--- config.mk ---
export PLATFORM = sky130hd
export DESIGN_NAME = i2c_cfg_master
export DESIGN_NICKNAME = d
export VERILOG_FILES = /design/src/rtl/i2cm_pkg.sv /design/src/rtl/i2cm_qtick.sv /design/src/rtl/i2cm_sync.sv /design/src/rtl/i2c_cfg_master.sv
export SDC_FILE = /design/constraint.sdc
export NUM_CORES = 1
export LEC_CHECK = 0
export ABC_AREA = 1
export CAP_MARGIN = 15
export CORE_ASPECT_RATIO = 0.75
export CORE_MARGIN = 2
export CORE_UTILIZATION = 49
export CTS_CLUSTER_DIAMETER = 200
export CTS_CLUSTER_SIZE = 40
export DETAILED_ROUTE_END_ITERATION = 6
export DONT_BUFFER_PORTS = 1
export SKIP_CTS_REPAIR_TIMING = 1
export SYNTH_ARGS = -nofsm -noshare
export SYNTH_HDL_FRONTEND = slang
export SYNTH_SLANG_ARGS = --single-unit
--- constraint.sdc ---
create_clock -name clk -period 2.6 [get_ports clk]
set_clock_uncertainty 0.1 [all_clocks]
set_input_delay 0.26 -clock clk [delete_from_list [all_inputs] [get_ports clk]]
set_output_delay 0.26 -clock clk [all_outputs]
set_load 0.01 [all_outputs]
--- src/rtl/i2cm_pkg.sv ---
package i2cm_pkg;

   typedef enum logic [2:0] {
      PH_IDLE,
      PH_START,
      PH_TX,
      PH_RX,
      PH_STOP
   } ph_e;

   localparam logic [1:0] SPD_FAST = 2'd0;
   localparam logic [1:0] SPD_MID  = 2'd1;
   localparam logic [1:0] SPD_SLOW = 2'd2;
   localparam logic [1:0] SPD_RSVD = 2'd3;

   // cycles per quarter phase, rounded up so the bus never runs fast
   function automatic int unsigned qtr_cycles(input int unsigned clk_hz,
                                              input int unsigned bus_hz);
      return (clk_hz + 4 * bus_hz - 1) / (4 * bus_hz);
   endfunction

endpackage

--- src/rtl/i2cm_qtick.sv ---
module i2cm_qtick
   import i2cm_pkg::*;
#(
   parameter int unsigned CLK_HZ  = 100_000_000,
   parameter int unsigned FAST_HZ = 800_000,
   parameter int unsigned MID_HZ  = 400_000,
   parameter int unsigned SLOW_HZ = 100_000
) (
   input  logic       clk,
   input  logic       rst_n,
   input  logic       run,
   input  logic [1:0] spd,
   output logic       tick
);
   localparam int unsigned Q_FAST = qtr_cycles(CLK_HZ, FAST_HZ);
   localparam int unsigned Q_MID  = qtr_cycles(CLK_HZ, MID_HZ);
   localparam int unsigned Q_SLOW = qtr_cycles(CLK_HZ, SLOW_HZ);
   localparam int          CW     = $clog2(Q_SLOW + 1);

   initial begin
      assert (Q_FAST >= 2)
         else $error("clock too slow for the fast bus rate");
      assert (Q_FAST <= Q_MID && Q_MID <= Q_SLOW)
         else $error("bus rates must be ordered fast > mid > slow");
   end

   logic [CW-1:0] cnt;
   logic [CW-1:0] lim;

   always_comb begin
      case (spd)
         SPD_FAST: lim = CW'(Q_FAST - 1);
         SPD_MID:  lim = CW'(Q_MID - 1);
         default:  lim = CW'(Q_SLOW - 1);
      endcase
   end

   assign tick = run && (cnt == lim);

   always_ff @(posedge clk or negedge rst_n) begin
      if (!rst_n)            cnt <= '0;
      else if (!run || tick) cnt <= '0;
      else                   cnt <= cnt + 1'b1;
   end
endmodule

--- src/rtl/i2cm_sync.sv ---
module i2cm_sync #(
   parameter int   STAGES  = 2,
   parameter logic RST_VAL = 1'b1
) (
   input  logic clk,
   input  logic rst_n,
   input  logic din,
   output logic dout
);
   initial begin
      assert (STAGES >= 1) else $error("synchroniser needs at least one stage");
   end

   generate
      if (STAGES == 1) begin : g_one
         logic q;
         always_ff @(posedge clk or negedge rst_n) begin
            if (!rst_n) q <= RST_VAL;
            else        q <= din;
         end
         assign dout = q;
      end else begin : g_chain
         logic [STAGES-1:0] sr;
         always_ff @(posedge clk or negedge rst_n) begin
            if (!rst_n) sr <= {STAGES{RST_VAL}};
            else        sr <= {sr[STAGES-2:0], din};
         end
         assign dout = sr[STAGES-1];
      end
   endgenerate
endmodule

--- src/rtl/i2c_cfg_master.sv ---
module i2c_cfg_master
   import i2cm_pkg::*;
#(
   parameter int unsigned CLK_HZ   = 100_000_000,
   parameter int unsigned FAST_HZ  = 800_000,
   parameter int unsigned MID_HZ   = 400_000,
   parameter int unsigned SLOW_HZ  = 100_000,
   parameter int          IRQ_SYNC = 2
) (
   input  logic       clk,
   input  logic       rst_n,
   input  logic       spd_load,
   input  logic [1:0] spd_code,
   input  logic       cmd_valid,
   input  logic       cmd_read,
   input  logic [6:0] cmd_dev,
   input  logic [7:0] cmd_reg,
   input  logic [7:0] cmd_wdata,
   output logic       cmd_ready,
   output logic       done,
   output logic       err,
   output logic [7:0] rd_data,
   output logic       scl_oe,
   output logic       sda_oe,
   input  logic       sda_in,
   input  logic       irq_n,
   output logic       irq_active
);
   localparam int         BYTE_W   = 8;
   localparam logic [3:0] ACK_SLOT = 4'(BYTE_W);
   localparam logic [2:0] LAST_WR  = 3'd4;
   localparam logic [2:0] LAST_RD  = 3'd6;

   ph_e        ph;
   logic [1:0] qtr;
   logic [3:0] bitn;
   logic [7:0] shreg;
   logic [2:0] step;
   logic       rd_r;
   logic       ack_bit;
   logic       fail;
   logic [1:0] spd_r;
   logic [1:0] spd_cur;
   logic [6:0] dev_r;
   logic [7:0] reg_r;
   logic [7:0] wd_r;
   logic       tick;
   logic       irq_s;

   // ------------------------------------------------------------ helpers
   function automatic ph_e sym_of(input logic [2:0] s, input logic rd);
      ph_e r;
      if (s == 3'd0)      r = PH_START;
      else if (rd) begin
         case (s)
            3'd3:    r = PH_START;
            3'd5:    r = PH_RX;
            3'd6:    r = PH_STOP;
            default: r = PH_TX;
         endcase
      end
      else if (s == LAST_WR) r = PH_STOP;
      else                   r = PH_TX;
      return r;
   endfunction

   logic [2:0] nxt_step;
   ph_e        nxt_ph;
   logic [7:0] nxt_byte;

   always_comb begin
      nxt_step = step + 3'd1;
      nxt_ph   = sym_of(nxt_step, rd_r);
      case (nxt_step)
         3'd1:    nxt_byte = {dev_r, 1'b0};
         3'd2:    nxt_byte = reg_r;
         3'd3:    nxt_byte = wd_r;
         3'd4:    nxt_byte = {dev_r, 1'b1};
         default: nxt_byte = '0;
      endcase
   end

   // ------------------------------------------------------------ sub-blocks
   i2cm_qtick #(
      .CLK_HZ (CLK_HZ),
      .FAST_HZ(FAST_HZ),
      .MID_HZ (MID_HZ),
      .SLOW_HZ(SLOW_HZ)
   ) u_qtick (
      .clk  (clk),
      .rst_n(rst_n),
      .run  (ph != PH_IDLE),
      .spd  (spd_cur),
      .tick (tick)
   );

   i2cm_sync #(
      .STAGES (IRQ_SYNC),
      .RST_VAL(1'b1)
   ) u_irq_sync (
      .clk  (clk),
      .rst_n(rst_n),
      .din  (irq_n),
      .dout (irq_s)
   );

   assign irq_active = ~irq_s;
   assign cmd_ready  = (ph == PH_IDLE);

   // ------------------------------------------------------------ sequencer
   always_ff @(posedge clk or negedge rst_n) begin
      if (!rst_n) begin
         ph      <= PH_IDLE;
         qtr     <= '0;
         bitn    <= '0;
         shreg   <= '0;
         step    <= '0;
         rd_r    <= 1'b0;
         ack_bit <= 1'b0;
         fail    <= 1'b0;
         spd_r   <= SPD_FAST;
         spd_cur <= SPD_FAST;
         dev_r   <= '0;
         reg_r   <= '0;
         wd_r    <= '0;
         scl_oe  <= 1'b0;
         sda_oe  <= 1'b0;
         done    <= 1'b0;
         err     <= 1'b0;
         rd_data <= '0;
      end else begin
         done <= 1'b0;
         if (spd_load && spd_code != SPD_RSVD) spd_r <= spd_code;

         if (ph == PH_IDLE) begin
            if (cmd_valid) begin
               dev_r   <= cmd_dev;
               reg_r   <= cmd_reg;
               wd_r    <= cmd_wdata;
               rd_r    <= cmd_read;
               spd_cur <= spd_r;
               step    <= '0;
               bitn    <= '0;
               qtr     <= '0;
               fail    <= 1'b0;
               err     <= 1'b0;
               ph      <= PH_START;
               scl_oe  <= 1'b1;
            end
         end else if (tick) begin
            qtr <= qtr + 2'd1;
            case (qtr)
               2'd0: begin                       // entering quarter 1: SCL still low
                  case (ph)
                     PH_START: sda_oe <= 1'b0;
                     PH_STOP:  sda_oe <= 1'b1;
                     PH_TX:    sda_oe <= (bitn < ACK_SLOT) ? ~shreg[7] : 1'b0;
                     default:  sda_oe <= 1'b0;
                  endcase
               end
               2'd1: scl_oe <= 1'b0;              // entering quarter 2: SCL released
               2'd2: begin                       // entering quarter 3: sample, START/STOP edge
                  case (ph)
                     PH_START: sda_oe <= 1'b1;
                     PH_STOP:  sda_oe <= 1'b0;
                     PH_TX:    if (bitn == ACK_SLOT) ack_bit <= sda_in;
                     PH_RX:    if (bitn < ACK_SLOT) shreg <= {shreg[6:0], sda_in};
                     default:  ;
                  endcase
               end
               default: begin                    // end of the symbol or bit
                  scl_oe <= 1'b1;
                  if ((ph == PH_TX || ph == PH_RX) && bitn < ACK_SLOT) begin
                     bitn <= bitn + 4'd1;
                     if (ph == PH_TX) shreg <= {shreg[6:0], 1'b0};
                  end else if (ph == PH_STOP) begin
                     ph     <= PH_IDLE;
                     scl_oe <= 1'b0;
                     done   <= 1'b1;
                     err    <= fail;
                     step   <= '0;
                  end else if (ph == PH_TX && ack_bit) begin
                     fail <= 1'b1;
                     step <= rd_r ? LAST_RD : LAST_WR;
                     ph   <= PH_STOP;
                     bitn <= '0;
                  end else begin
                     if (ph == PH_RX) rd_data <= shreg;
                     step  <= nxt_step;
                     ph    <= nxt_ph;
                     shreg <= nxt_byte;
                     bitn  <= '0;
                  end
               end
            endcase
         end
      end
   end
endmodule

==> results by group, run 1 <==
Job
  • Max Cap Viol: 0

Floorplan
  • Placeable Area: 0.007500 mm²
  • Chip height: 80.88 µm
  • Num ports: 46
  • Row count: 27
  • Die Width: 106.5 µm
  • Initial core utilization: 51.48%
  • Die area: 0.008613 mm²

Setup path
  • CP startpoint: ph[1]
  • Worst Path Max Fanout: 13
  • Critical path endpoint category: flop
  • CP arrival: 2.31 ns
  • Startpoint Class: flop
  • Worst Reg2Reg Path Length in Cells: 6
  • Kind of critical path: flop to flop
  • Worst path required time: 2.73 ns
  • Reg-to-reg critical path startpoint: ph[1]

Placement
  • Port bufs: 0
  • Placement Cell Area: 0.003885 mm²
  • Detailed placement HPWL: 5.517 mm
  • GPL Wtd Cong: 0.9405

Timing
  • Final hold violation count: 0
  • Max-slew violations: 0
  • Worst Max-Slew Pin Slew: 0.4676 ns
  • Final min period: 2.179 ns
  • Slew margin rel.: 68.74%
  • Final Cycle Share: 83.80%
  • Final Setup Violations: 0
  • Setup tns final: 0 ns
  • Fmax: 459.0 MHz
  • RSZ-0062 raised after global routing: false

Worst hold path
  • Min-delay src: sda_in
  • Worst hold path class: input pin to flop
  • WHS Path Cells: 4

Global route
  • Vias in the first global route: 2754
  • First-pass GRT wire length: 13.41 mm
  • Largest net degree at the start of global routing: 73
  • Initial antenna violation count: 0
  • Global route overflow: 0
  • GRT Overall Usage: 20.04%

Clocking
  • H-tree lvl count: 3
  • Clock buffer count from CTS: 9
  • Reg clk slew, reported paths: 0.08 ns
  • Num Clock Sinks: 72
  • TritonCTS clock tree: yes
  • CTS root buf: clkbuf_8
  • Clk buf depth: 2
  • Skew-Pair Late Insertion Delay: 0.35 ns

Routing
  • Pre-antenna DRT Iters: 4
  • Wirelength per Cell: 12.86 µm
  • DR iter-0 viols: 134
  • Drt drc: 0
  • Vias per std cell: 4.848
  • DRT antenna net count: 0
  • Detailed-route wire length: 8.050 mm
  • Routed vias: 3035

Cells and area
  • Area Growth Syn to Fin: 14.39%
  • Layout cell share with drive strength beyond 1: 8.571%
  • Nets@finish: 565
  • Layout fillers: 693
  • Design area: 0.004417 mm²
  • ANT cells: 0

Logic synthesis
  • Mux cell area share after synthesis: 0%
  • Synthesized instance count: 490
  • Synth Area in Compound Gates: 9.332%
  • YS warnings: 0
  • Simple-gate share of the synthesized area: 30.98%
  • Mapped Nets: 535
  • Avg Inst Size Synth: 7.880 µm²
  • Post-synthesis sequential area ratio: 46.73%
  • Synthesized cell area: 0.003861 mm²
  • Synth cell types: 30
  • Xor/xnor share of the synthesized area: 0.4537%
  • #FFs+latches synth: 72
  • Area share of fa/ha/maj cells after synthesis: 4.213%
  • Largest family of logic cells by synthesized area: simple AND/OR/NAND/NOR gates

Run status
  • Status: completed

Power and ir drop
  • Peak VDD IR: 0.0003911 V
  • Power Density: 949.2 mW/mm²
  • LEAKAGE: 0.002255 µW
## state kept, by name (all words and copies together) (netlist names)
signal                 cells
shreg                      8
u_qtick.cnt                8
u_irq_sync.g_chain.sr      2
sda_oe                     1
reg_r                      8
err                        1
ph                         3
rd_r                       1
dev_r                      7
spd_cur                    2
step                       3
done                       1
ack_bit                    1
spd_r                      2
scl_oe                     1
rd_data                    8
wd_r                       8
bitn                       4
qtr                        2
fail                       1
## area by class of cell
class	count	area (µm²)	area share, %
Sequential cell	72	1804	40.85
Multi-Input combinational cell	350	1737	39.32
Timing Repair Buffer	31	325.3	7.365
Inverter	56	210.2	4.759
Clock buffer	11	131.4	2.975
Tap cell	101	126.4	2.861
Clock inverter	5	82.58	1.870
## cells by family (layout without fill, tap and decap cells)
group / after synthesis / after routing
AND/OR/NAND/NOR: 283 / 283
buffers and inverters: 68 / 103
AO/OA/AOI/OAI: 52 / 52
adder cells (fa/ha/maj): 13 / 13
XOR/XNOR: 2 / 2
flip-flops: 72 / 72
## synth_stat cells (all sizes together)
| master | instances | area share, % |
|---|---|---|
| xnor2 | 1 | 0.23 |
| a31oi | 1 | 0.16 |
| nand2 | 203 | 20 |
| nand3b | 1 | 0.19 |
| nor2 | 28 | 3.0 |
| a21oi | 6 | 1.4 |
| nand3 | 32 | 4.3 |
| nand4 | 8 | 1.3 |
| nor4 | 1 | 0.16 |
| nor3 | 6 | 0.78 |
| dfrtp | 70 | 45 |
| buf | 12 | 2.9 |
| dfstp | 2 | 1.4 |
| nor3b | 4 | 0.78 |
| ha | 13 | 4.2 |
| xor2 | 1 | 0.23 |
| o21bai | 10 | 1.9 |
| o21ai | 34 | 5.7 |
| inv | 55 | 5.3 |
| clkinv | 1 | 0.097 |
| o211ai | 1 | 0.19 |
## metrics by stage
| stage | cells | setup slack [ns] | power, µW | hold slack [ns] | util (%) |
|---|---|---|---|---|---|
| 6_report | 626 | 0.4212 | 4192 | 0.05814 | 58.89 |
| 5_1_grt | 626 | 0.2014 | 4593 | 0.1044 | 58.89 |
| 4_1_cts | 596 | 0.4080 | 4168 | -0.5219 | 54.65 |
| 3_5_place_dp | 580 | 0.4342 | 3182 | -0.1333 | 51.80 |
| 3_3_place_gp | 580 | 0.4167 | 3167 | -0.1341 | 51.80 |
| 2_1_floorplan | 490 | 0.9036 | 2935 | -0.1356 | - |
## report_power, final
group	leakage, µW	switching, µW	internal (µW)
logic	0.00121	1080	513
registers	0.000939	233	1400
clock network	0.000107	416	543
## critical path, cell delays in order (launching register included)
cell and delay, ns:
dfrtp_1 0.47, nor2_4 0.21, nand2_2 0.20, nand3_1 0.43
clkinv_1 0.39, nand3_1 0.19, nand2_1 0.06
## layer usage
layer | vias up | part of all wire [%] | global-route usage [%]
met5 | - | 0 | 0
met4 | 0 | 0.78 | 5.844
met3 | 6 | 4.9 | 6.260
met2 | 69 | 41 | 27.05
met1 | 1360 | 53 | 30.56
li1 | 1600 | - | -
## final timing paths
path	endpoint	slack, ns
setup / recovery	shreg[3]	0.42
hold / removal	shreg[0]	0.06
setup reg to reg	shreg[3]	0.42
hold reg to reg	u_irq_sync.g_chain.sr[1]	0.26
max in group asynchronous	u_irq_sync.g_chain.sr[1]	1.69
min in group asynchronous	shreg[0]	0.39
## layout by cell type, fill, tap and decap left out, drive strengths merged, types with 2 or more instances in the layout
master and count:
nand2 203, dfrtp 70, inv 55, o21ai 34, nand3 32, dlygate4sd3 29, nor2 28, ha 13
clkbuf 11, o21bai 10, nand4 8, nor3 6, a21oi 6, nor3b 4, clkinv 4, bufinv 2
dfstp 2, buf 2
(Power assumes the default switching activity.)
==> run 2: changes to the inputs <==
--- a/config.mk
+++ b/config.mk
@@ -5,7 +5,7 @@
 export SDC_FILE = /design/constraint.sdc
 export NUM_CORES = 1
 export LEC_CHECK = 0
-export ABC_AREA = 1
+export ABC_AREA = 0
 export CAP_MARGIN = 15
 export CORE_ASPECT_RATIO = 0.75
 export CORE_MARGIN = 2
@@ -14,6 +14,7 @@
 export CTS_CLUSTER_SIZE = 40
 export DETAILED_ROUTE_END_ITERATION = 6
 export DONT_BUFFER_PORTS = 1
+export PLACE_DENSITY = 0.66
 export SKIP_CTS_REPAIR_TIMING = 1
 export SYNTH_ARGS = -nofsm -noshare
 export SYNTH_HDL_FRONTEND = slang
==> constraint.sdc (replaced) <==
create_clock -name clk -period 1.9 [get_ports clk]
set_clock_uncertainty 0.1 [all_clocks]
set_input_delay 0.19 -clock clk [delete_from_list [all_inputs] [get_ports clk]]
set_output_delay 0.19 -clock clk [all_outputs]
set_load 0.01 [all_outputs]
==> results by group, run 2 <==
Logic synthesis
  • Cell with the most instances after synthesis: nand2_1 (unchanged)
  • EDFF count, synth: 0 (unchanged)
  • #FFs+latches synth: 72 (unchanged)
  • Synth cell types: 49 (was 30)
  • Synth top area share: 48.29% (was 45.37%)
  • YS warnings: 0 (unchanged)
  • Post-synthesis sequential area ratio: 49.74% (was 46.73%)
  • Most frequent cells after synthesis: nand2_1, dfrtp_1, nor2_1 (was nand2_1, dfrtp_1, inv_1)
  • Synthesized instance count: 382 (was 490)
  • Mapped Nets: 427 (was 535)
  • Avg Inst Size Synth: 9.495 µm² (was 7.880 µm²)
  • Dominant synthesized flop cell: dfrtp_1 (unchanged)
  • Asr flop ratio synth: 100.0% (unchanged)
  • Synth area leaders: dfrtp_1, nand2_1, mux2_2, ha_1, o21ai_0 (was dfrtp_1, nand2_1, inv_1, ha_1, nand3_1)
  • Yosys top cell by area: dfrtp_1 (unchanged)
  • Synthesized cell area: 0.003627 mm² (was 0.003861 mm²)

Setup path
  • Crit-path slowest cell: dfrtp_1 (unchanged)
  • Worst path required time: 2.04 ns (was 2.73 ns)
  • Kind of critical path: flop to flop (unchanged)
  • WP depth: 7 (was 6)
  • Critical path endpoint: rd_data[4] (was shreg[3])
  • CP startpoint: spd_cur[1] (was ph[1])
  • Buf/Inv on CP: 1 (unchanged)
  • Worst Reg2Reg Path Length in Cells: 7 (was 6)
  • CP arrival: 2.26 ns (was 2.31 ns)
  • CP delay by family, top: simple AND/OR/NAND/NOR gates (unchanged)
  • Startpoint Class: flop (unchanged)
  • RR Endpoint: rd_data[4] (was shreg[3])
  • R2r setup slk: -0.22 ns (was 0.42 ns)
  • Reg-to-reg critical path startpoint: spd_cur[1] (was ph[1])
  • Worst Path Max Fanout: 8 (was 13)
  • Critical path endpoint category: flop (unchanged)
  • Slowest stage delay, CP: 0.40 ns (was 0.47 ns)
  • Cells along the critical path: or3b_1 -> a21boi_2 -> o22ai_4 -> nor2_2 -> and4_4 -> buf_12 -> mux2_4 (was nor2_4 -> nand2_2 -> nand3_1 -> clkinv_1 -> nand3_1 -> nand2_1)

Placement
  • Port bufs: 0 (unchanged)
  • Detailed placement HPWL: 5.556 mm (was 5.517 mm)
  • Pre-CTS setup slack: -0.2605 ns (was 0.4342 ns)
  • GPL Wtd Cong: 0.8908 (was 0.9405)
  • Placement Cell Area: 0.004043 mm² (was 0.003885 mm²)

Global route
  • GRT Overall Usage: 21.31% (was 20.04%)
  • Global route overflow: 0 (unchanged)
  • Vias in the first global route: 2733 (was 2754)
  • First-pass GRT wire length: 13.23 mm (was 13.41 mm)
  • Largest net degree at the start of global routing: 73 (unchanged)
  • Initial antenna violation count: 0 (unchanged)

Clocking
  • H-tree lvl count: 3 (unchanged)
  • Clk buf depth: 2 (unchanged)
  • Reg clk slew, reported paths: 0.08 ns (about the same)
  • CTS root buf: clkbuf_8 (unchanged)
  • TritonCTS clock tree: yes (unchanged)
  • Clock buffer count from CTS: 9 (unchanged)
  • Num Clock Sinks: 72 (unchanged)
  • Skew-Pair Late Insertion Delay: 0.36 ns (was 0.35 ns)

Floorplan
  • Initial core utilization: 49.94% (was 51.48%)
  • Die area: 0.008114 mm² (was 0.008613 mm²)
  • Chip height: 78.51 µm (was 80.88 µm)
  • Row count: 27 (unchanged)
  • Placeable Area: 0.007263 mm² (was 0.007500 mm²)
  • Num ports: 46 (unchanged)
  • Die Width: 103.3 µm (was 106.5 µm)

Routing
  • DRT antenna net count: 0 (unchanged)
  • Wirelength per Cell: 15.24 µm (was 12.86 µm)
  • Drt drc: 0 (unchanged)
  • Routed vias: 2946 (was 3035)
  • Detailed-route wire length: 8.578 mm (was 8.050 mm)
  • Vias per std cell: 5.233 (was 4.848)
  • DR iter-0 viols: 217 (was 134)
  • Pre-antenna DRT Iters: 4 (unchanged)

Power and ir drop
  • Peak VDD IR: 0.0007291 V (was 0.0003911 V)
  • Power Density: 1309 mW/mm² (was 949.2 mW/mm²)
  • Total Power: 6384 µW (was 4192 µW)
  • LEAKAGE: 0.002275 µW (was 0.002255 µW)

Timing
  • Slew margin rel.: 70.03% (was 68.74%)
  • RSZ-0062 raised after global routing: true (was false)
  • Worst setup margin: -0.2247 ns (was 0.4212 ns)
  • Worst Hold Margin: -0.5723 ns (was 0.05814 ns)
  • Final Setup Violations: 29 (was 0)
  • Setup tns final: -4.993 ns (was 0 ns)
  • Fmax: 470.7 MHz (was 459.0 MHz)
  • Max-slew violations: 0 (unchanged)
  • Final hold violation count: 72 (was 0)
  • Final min period: 2.125 ns (was 2.179 ns)
  • Worst Max-Slew Pin Slew: 0.4495 ns (was 0.4676 ns)
  • Final Cycle Share: 111.8% (was 83.80%)

Cells and area
  • Total area of sequential cells: 0.001804 mm² (unchanged)
  • ANT cells: 0 (unchanged)
  • Most frequent cells in the layout: nand2_1, dfrtp_1, buf_4 (was nand2_1, dfrtp_1, inv_1)
  • Layout fillers: 589 (was 693)
  • Nets@finish: 502 (was 565)
  • Design area: 0.004876 mm² (was 0.004417 mm²)
  • Most common cell after layout, fill and taps aside: nand2_1 (unchanged)
  • Layout cell share with drive strength beyond 1: 26.62% (was 8.571%)
  • Area Growth Syn to Fin: 34.43% (was 14.39%)
  • Area of the multi-input gates: 0.001927 mm² (was 0.001737 mm²)

Run status
  • Failing checks: negative hold slack, negative setup slack
  • Status: finished, violations left (was completed)

Job
  • Max Cap Viol: 0 (unchanged)

Worst hold path
  • Worst hold path class: input pin to asynchronous set/reset pin (was input pin to flop)
==> run 2: cell types whose count changed after synthesis, moves of 13 or more <==
cell / delta
a21oi_1: +13
inv_1: -43
mux2_2: +19
nand2_1: -95
nand3_1: -24
o21ai_2: -13
==> run 2: layout make-up <==
| cell class | instances | area share, % |
|---|---|---|
| clock buffers | 11 | 2.900 |
| repair buffers | 83 | 15.40 |
| multi-input cells | 279 | 39.52 |
| clock inverters | 5 | 1.668 |
| well taps | 101 | 2.592 |
| inverters | 12 | 0.9238 |
| flip-flops and latches | 72 | 37.00 |
==> run 2: worst register-to-register path: cells and delay by family, from the launching register on <==
kind / cells / cell delay [ns]
flip-flops: 1 / 0.40
multiplexers: 1 / 0.30
buffers and inverters: 1 / 0.13
AND/OR/NAND/NOR: 3 / 0.76
AO/OA/AOI/OAI: 2 / 0.32
==> run 2: cell families (layout without fill, tap and decap cells) <==
kind of cell / count (synthesis) / in the layout / share of synthesized area, %
AO/OA/AOI/OAI: 59 / 59 / 10.25
XOR/XNOR: 7 / 7 / 1.690
adder cells (fa/ha/maj): 13 / 13 / 4.484
buffers and inverters: 31 / 111 / 3.829
flip-flops: 72 / 72 / 49.74
multiplexers: 25 / 25 / 7.830
AND/OR/NAND/NOR: 175 / 175 / 22.18
==> run 2: metrics by stage <==
step	utilization, %	cells
5_1_grt	67.13	563
2_1_floorplan	-	382
3_5_place_dp	55.66	505
6_report	67.13	563
4_1_cts	58.73	521
3_3_place_gp	55.66	505
==> run 2: power breakdown <==
part           switching [µW]  leakage [µW]  internal, µW  total (µW)
Sequential                315      0.000930          1920        2240
Combinational            1430       0.00123          1360        2790
Clock                     587      0.000110           775        1360
Total                    2330       0.00227          4050        6380
==> run 2: how the worst min path moves through the flow <==
stage          depth (start not counted)              to
2_1_floorplan                          0         ack_bit
3_3_place_gp                           0          sda_oe
3_5_place_dp                           0          sda_oe
4_1_cts                                0  u_qtick.cnt[3]
5_1_grt                                0  u_qtick.cnt[3]
6_report                               0          sda_oe
==> run 2: layer usage <==
| layer | wire length (µm) | GRT usage, % | share of wire [%] |
|---|---|---|---|
| met1 | 4069 | 31.53 | 47 |
| met2 | 3979 | 30.00 | 46 |
| met3 | 464 | 7.569 | 5.4 |
| met4 | 64 | 4.474 | 0.75 |
| met5 | 0 | 0 | 0 |
==> run 3: changes to the inputs <==
--- a/config.mk
+++ b/config.mk
@@ -14,6 +14,7 @@
 export CTS_CLUSTER_SIZE = 40
 export DETAILED_ROUTE_END_ITERATION = 6
 export DONT_BUFFER_PORTS = 1
+export MAX_ROUTING_LAYER = met4
 export PLACE_DENSITY = 0.66
 export SKIP_CTS_REPAIR_TIMING = 1
 export SYNTH_ARGS = -nofsm -noshare
==> constraint.sdc (replaced) <==
create_clock -name clk -period 1.9 [get_ports clk]
set_clock_uncertainty 0.1 [all_clocks]
set_input_delay 0.475 -clock clk [delete_from_list [all_inputs] [get_ports clk]]
set_output_delay 0.475 -clock clk [all_outputs]
set_load 0.01 [all_outputs]
==> results by group, run 3 (synthesis results as in run 2) <==
Timing
  • Worst Max-Slew Pin Slew: 0.4231 ns (was 0.4495 ns)
  • Slew margin rel.: 71.79% (was 70.03%)
  • RSZ-0062 raised after global routing: true (unchanged)
  • Final Setup Violations: 29 (unchanged)
  • Max-slew violations: 0 (unchanged)
  • Final hold violation count: 72 (unchanged)
  • Fmax: 470.8 MHz (was 470.7 MHz)
  • Final Cycle Share: 111.8% (about the same)
  • Final min period: 2.124 ns (was 2.125 ns)
  • Worst setup margin: -0.2241 ns (was -0.2247 ns)
  • Worst Hold Margin: -0.2832 ns (was -0.5723 ns)

Cells and area
  • Nets@finish: 472 (was 502)
  • ANT cells: 0 (unchanged)
  • Most common cell after layout, fill and taps aside: nand2_1 (unchanged)
  • Area Growth Syn to Fin: 26.22% (was 34.43%)
  • Post-route insts no fill: 533 (was 563)
  • Design area: 0.004578 mm² (was 0.004876 mm²)
  • Most frequent cells in the layout: nand2_1, dfrtp_1, buf_4 (unchanged)
  • Layout cell share with drive strength beyond 1: 28.70% (was 26.62%)

Worst hold path
  • Worst hold path class: input pin to asynchronous set/reset pin (unchanged)

Power and ir drop
  • LEAKAGE: 0.002146 µW (was 0.002275 µW)
  • Power Density: 1384 mW/mm² (was 1309 mW/mm²)
  • Total Power: 6338 µW (was 6384 µW)
  • Peak VDD IR: 0.0007044 V (was 0.0007291 V)

Setup path
  • Worst Path Max Fanout: 8 (unchanged)
  • Worst path required time: 2.03 ns (was 2.04 ns)
  • Cells along the critical path: or3b_1 -> a21boi_2 -> o22ai_4 -> nor2_2 -> and4_4 -> buf_12 -> mux2_4 (unchanged)
  • Slowest stage delay, CP: 0.40 ns (about the same)
  • Startpoint Class: flop (unchanged)
  • Critical path endpoint category: flop (unchanged)
  • CP arrival: 2.26 ns (about the same)
  • CP delay by family, top: simple AND/OR/NAND/NOR gates (unchanged)
  • Buf/Inv on CP: 1 (unchanged)
  • Crit-path slowest cell: dfrtp_1 (unchanged)
  • Kind of critical path: flop to flop (unchanged)

Floorplan
  • Chip height: 78.51 µm (unchanged)
  • Placeable Area: 0.007263 mm² (unchanged)
  • Die Width: 103.3 µm (unchanged)
  • Initial core utilization: 49.94% (unchanged)
  • Die area: 0.008114 mm² (unchanged)
  • Num ports: 46 (unchanged)
  • Row count: 27 (unchanged)

Routing
  • Routed vias: 2846 (was 2946)
  • Drt drc: 0 (unchanged)
  • Vias per std cell: 5.340 (was 5.233)
  • Wirelength per Cell: 15.44 µm (was 15.24 µm)
  • Pre-antenna DRT Iters: 4 (unchanged)
  • DR iter-0 viols: 202 (was 217)
  • DRT antenna net count: 0 (unchanged)
  • Detailed-route wire length: 8.231 mm (was 8.578 mm)

Global route
  • GRT Overall Usage: 22.05% (was 21.31%)
  • Global route overflow: 0 (unchanged)
  • Vias in the first global route: 2724 (was 2733)
  • First-pass GRT wire length: 13.27 mm (was 13.23 mm)
  • Initial antenna violation count: 0 (unchanged)
  • Largest net degree at the start of global routing: 73 (unchanged)

Clocking
  • TritonCTS clock tree: yes (unchanged)
  • Num Clock Sinks: 72 (unchanged)
  • Clock buffer count from CTS: 9 (unchanged)
  • H-tree lvl count: 3 (unchanged)
  • Reg clk slew, reported paths: 0.08 ns (about the same)
  • Clk buf depth: 2 (unchanged)
  • CTS root buf: clkbuf_8 (unchanged)
  • Skew-Pair Late Insertion Delay: 0.35 ns (was 0.36 ns)

Placement
  • Placement Cell Area: 0.004043 mm² (unchanged)
  • Port bufs: 0 (unchanged)
  • Detailed placement HPWL: 5.556 mm (unchanged)
  • GPL Wtd Cong: 0.9058 (was 0.8908)
  • # placed instances: 505 (unchanged)

Run status
  • Failing checks: negative hold slack, negative setup slack (unchanged)
  • Status: finished, violations left (unchanged)

Job
  • Max Cap Viol: 0 (unchanged)
-- run 3: cell count changes in the layout (fill, tap and decap cells not counted) --
cell	delta
dlygate4sd3_1	-30
nor2_2	+1
nor2_1	-1
-- run 3: metrics by stage --
step / worst slack, ns / utilization (%) / setup TNS (ns)
floorplan: -0.1504 / - / -2.380
detailed placement: -0.2605 / 55.66 / -5.474
finish: -0.2241 / 63.03 / -5.022
CTS: -0.2852 / 58.73 / -6.237
global placement: -0.1677 / 55.66 / -2.921
global route: -0.2957 / 63.03 / -7.201
-- run 3: worst reg2reg max path: cells and delay by family, from the launching register on --
kind,cells,cell delay [ns]
and+or+nand+nor,3,0.75
muxes,1,0.30
buffers and inverters,1,0.13
AOI/OAI and AO/OA,2,0.32
DFF,1,0.40
-- run 3: power by group --
part           total [µW]  switching, µW  internal [µW]  leakage, µW
sequential           2240            321           1920     0.000930
clock                1360            584            776     0.000110
combinational        2740           1420           1320      0.00111
total                6340           2320           4010      0.00215
-- run 3: path summary, 6_finish.rpt --
check                                         startpoint  cells past startpoint                  endpoint  slack, ns
worst max-delay path                          spd_cur[1]                      7                rd_data[0]      -0.22
worst min-delay path                               rst_n                      0                rd_data[1]      -0.28
worst max register to register                spd_cur[1]                      7                rd_data[0]      -0.22
worst min register to register  u_irq_sync.g_chain.sr[0]                      0  u_irq_sync.g_chain.sr[1]       0.26
min in group clk                              cmd_reg[1]                      2                  reg_r[1]       0.12
max in group asynchronous                          rst_n                      0  u_irq_sync.g_chain.sr[1]       1.78
-- run 3: final cells by class --
class	instances	area [µm²]
sequential	72	1804
multi-input combinational	279	1929
tap	101	126.4
clock inverter	5	81.33
fill	610	2685
timing repair buffer	53	450.4
clock buffer	11	141.4
inverter	12	45.04
-- run 3: routing by layer --
layer | GRT usage (%) | wire, µm | vias to the layer above
met1 | 32.34 | 4022 | 1386
li1 | - | - | 1386
met5 | - | 0 | -
met4 | 4.474 | 69 | 0
met2 | 29.61 | 3734 | 68
met3 | 7.569 | 404 | 6
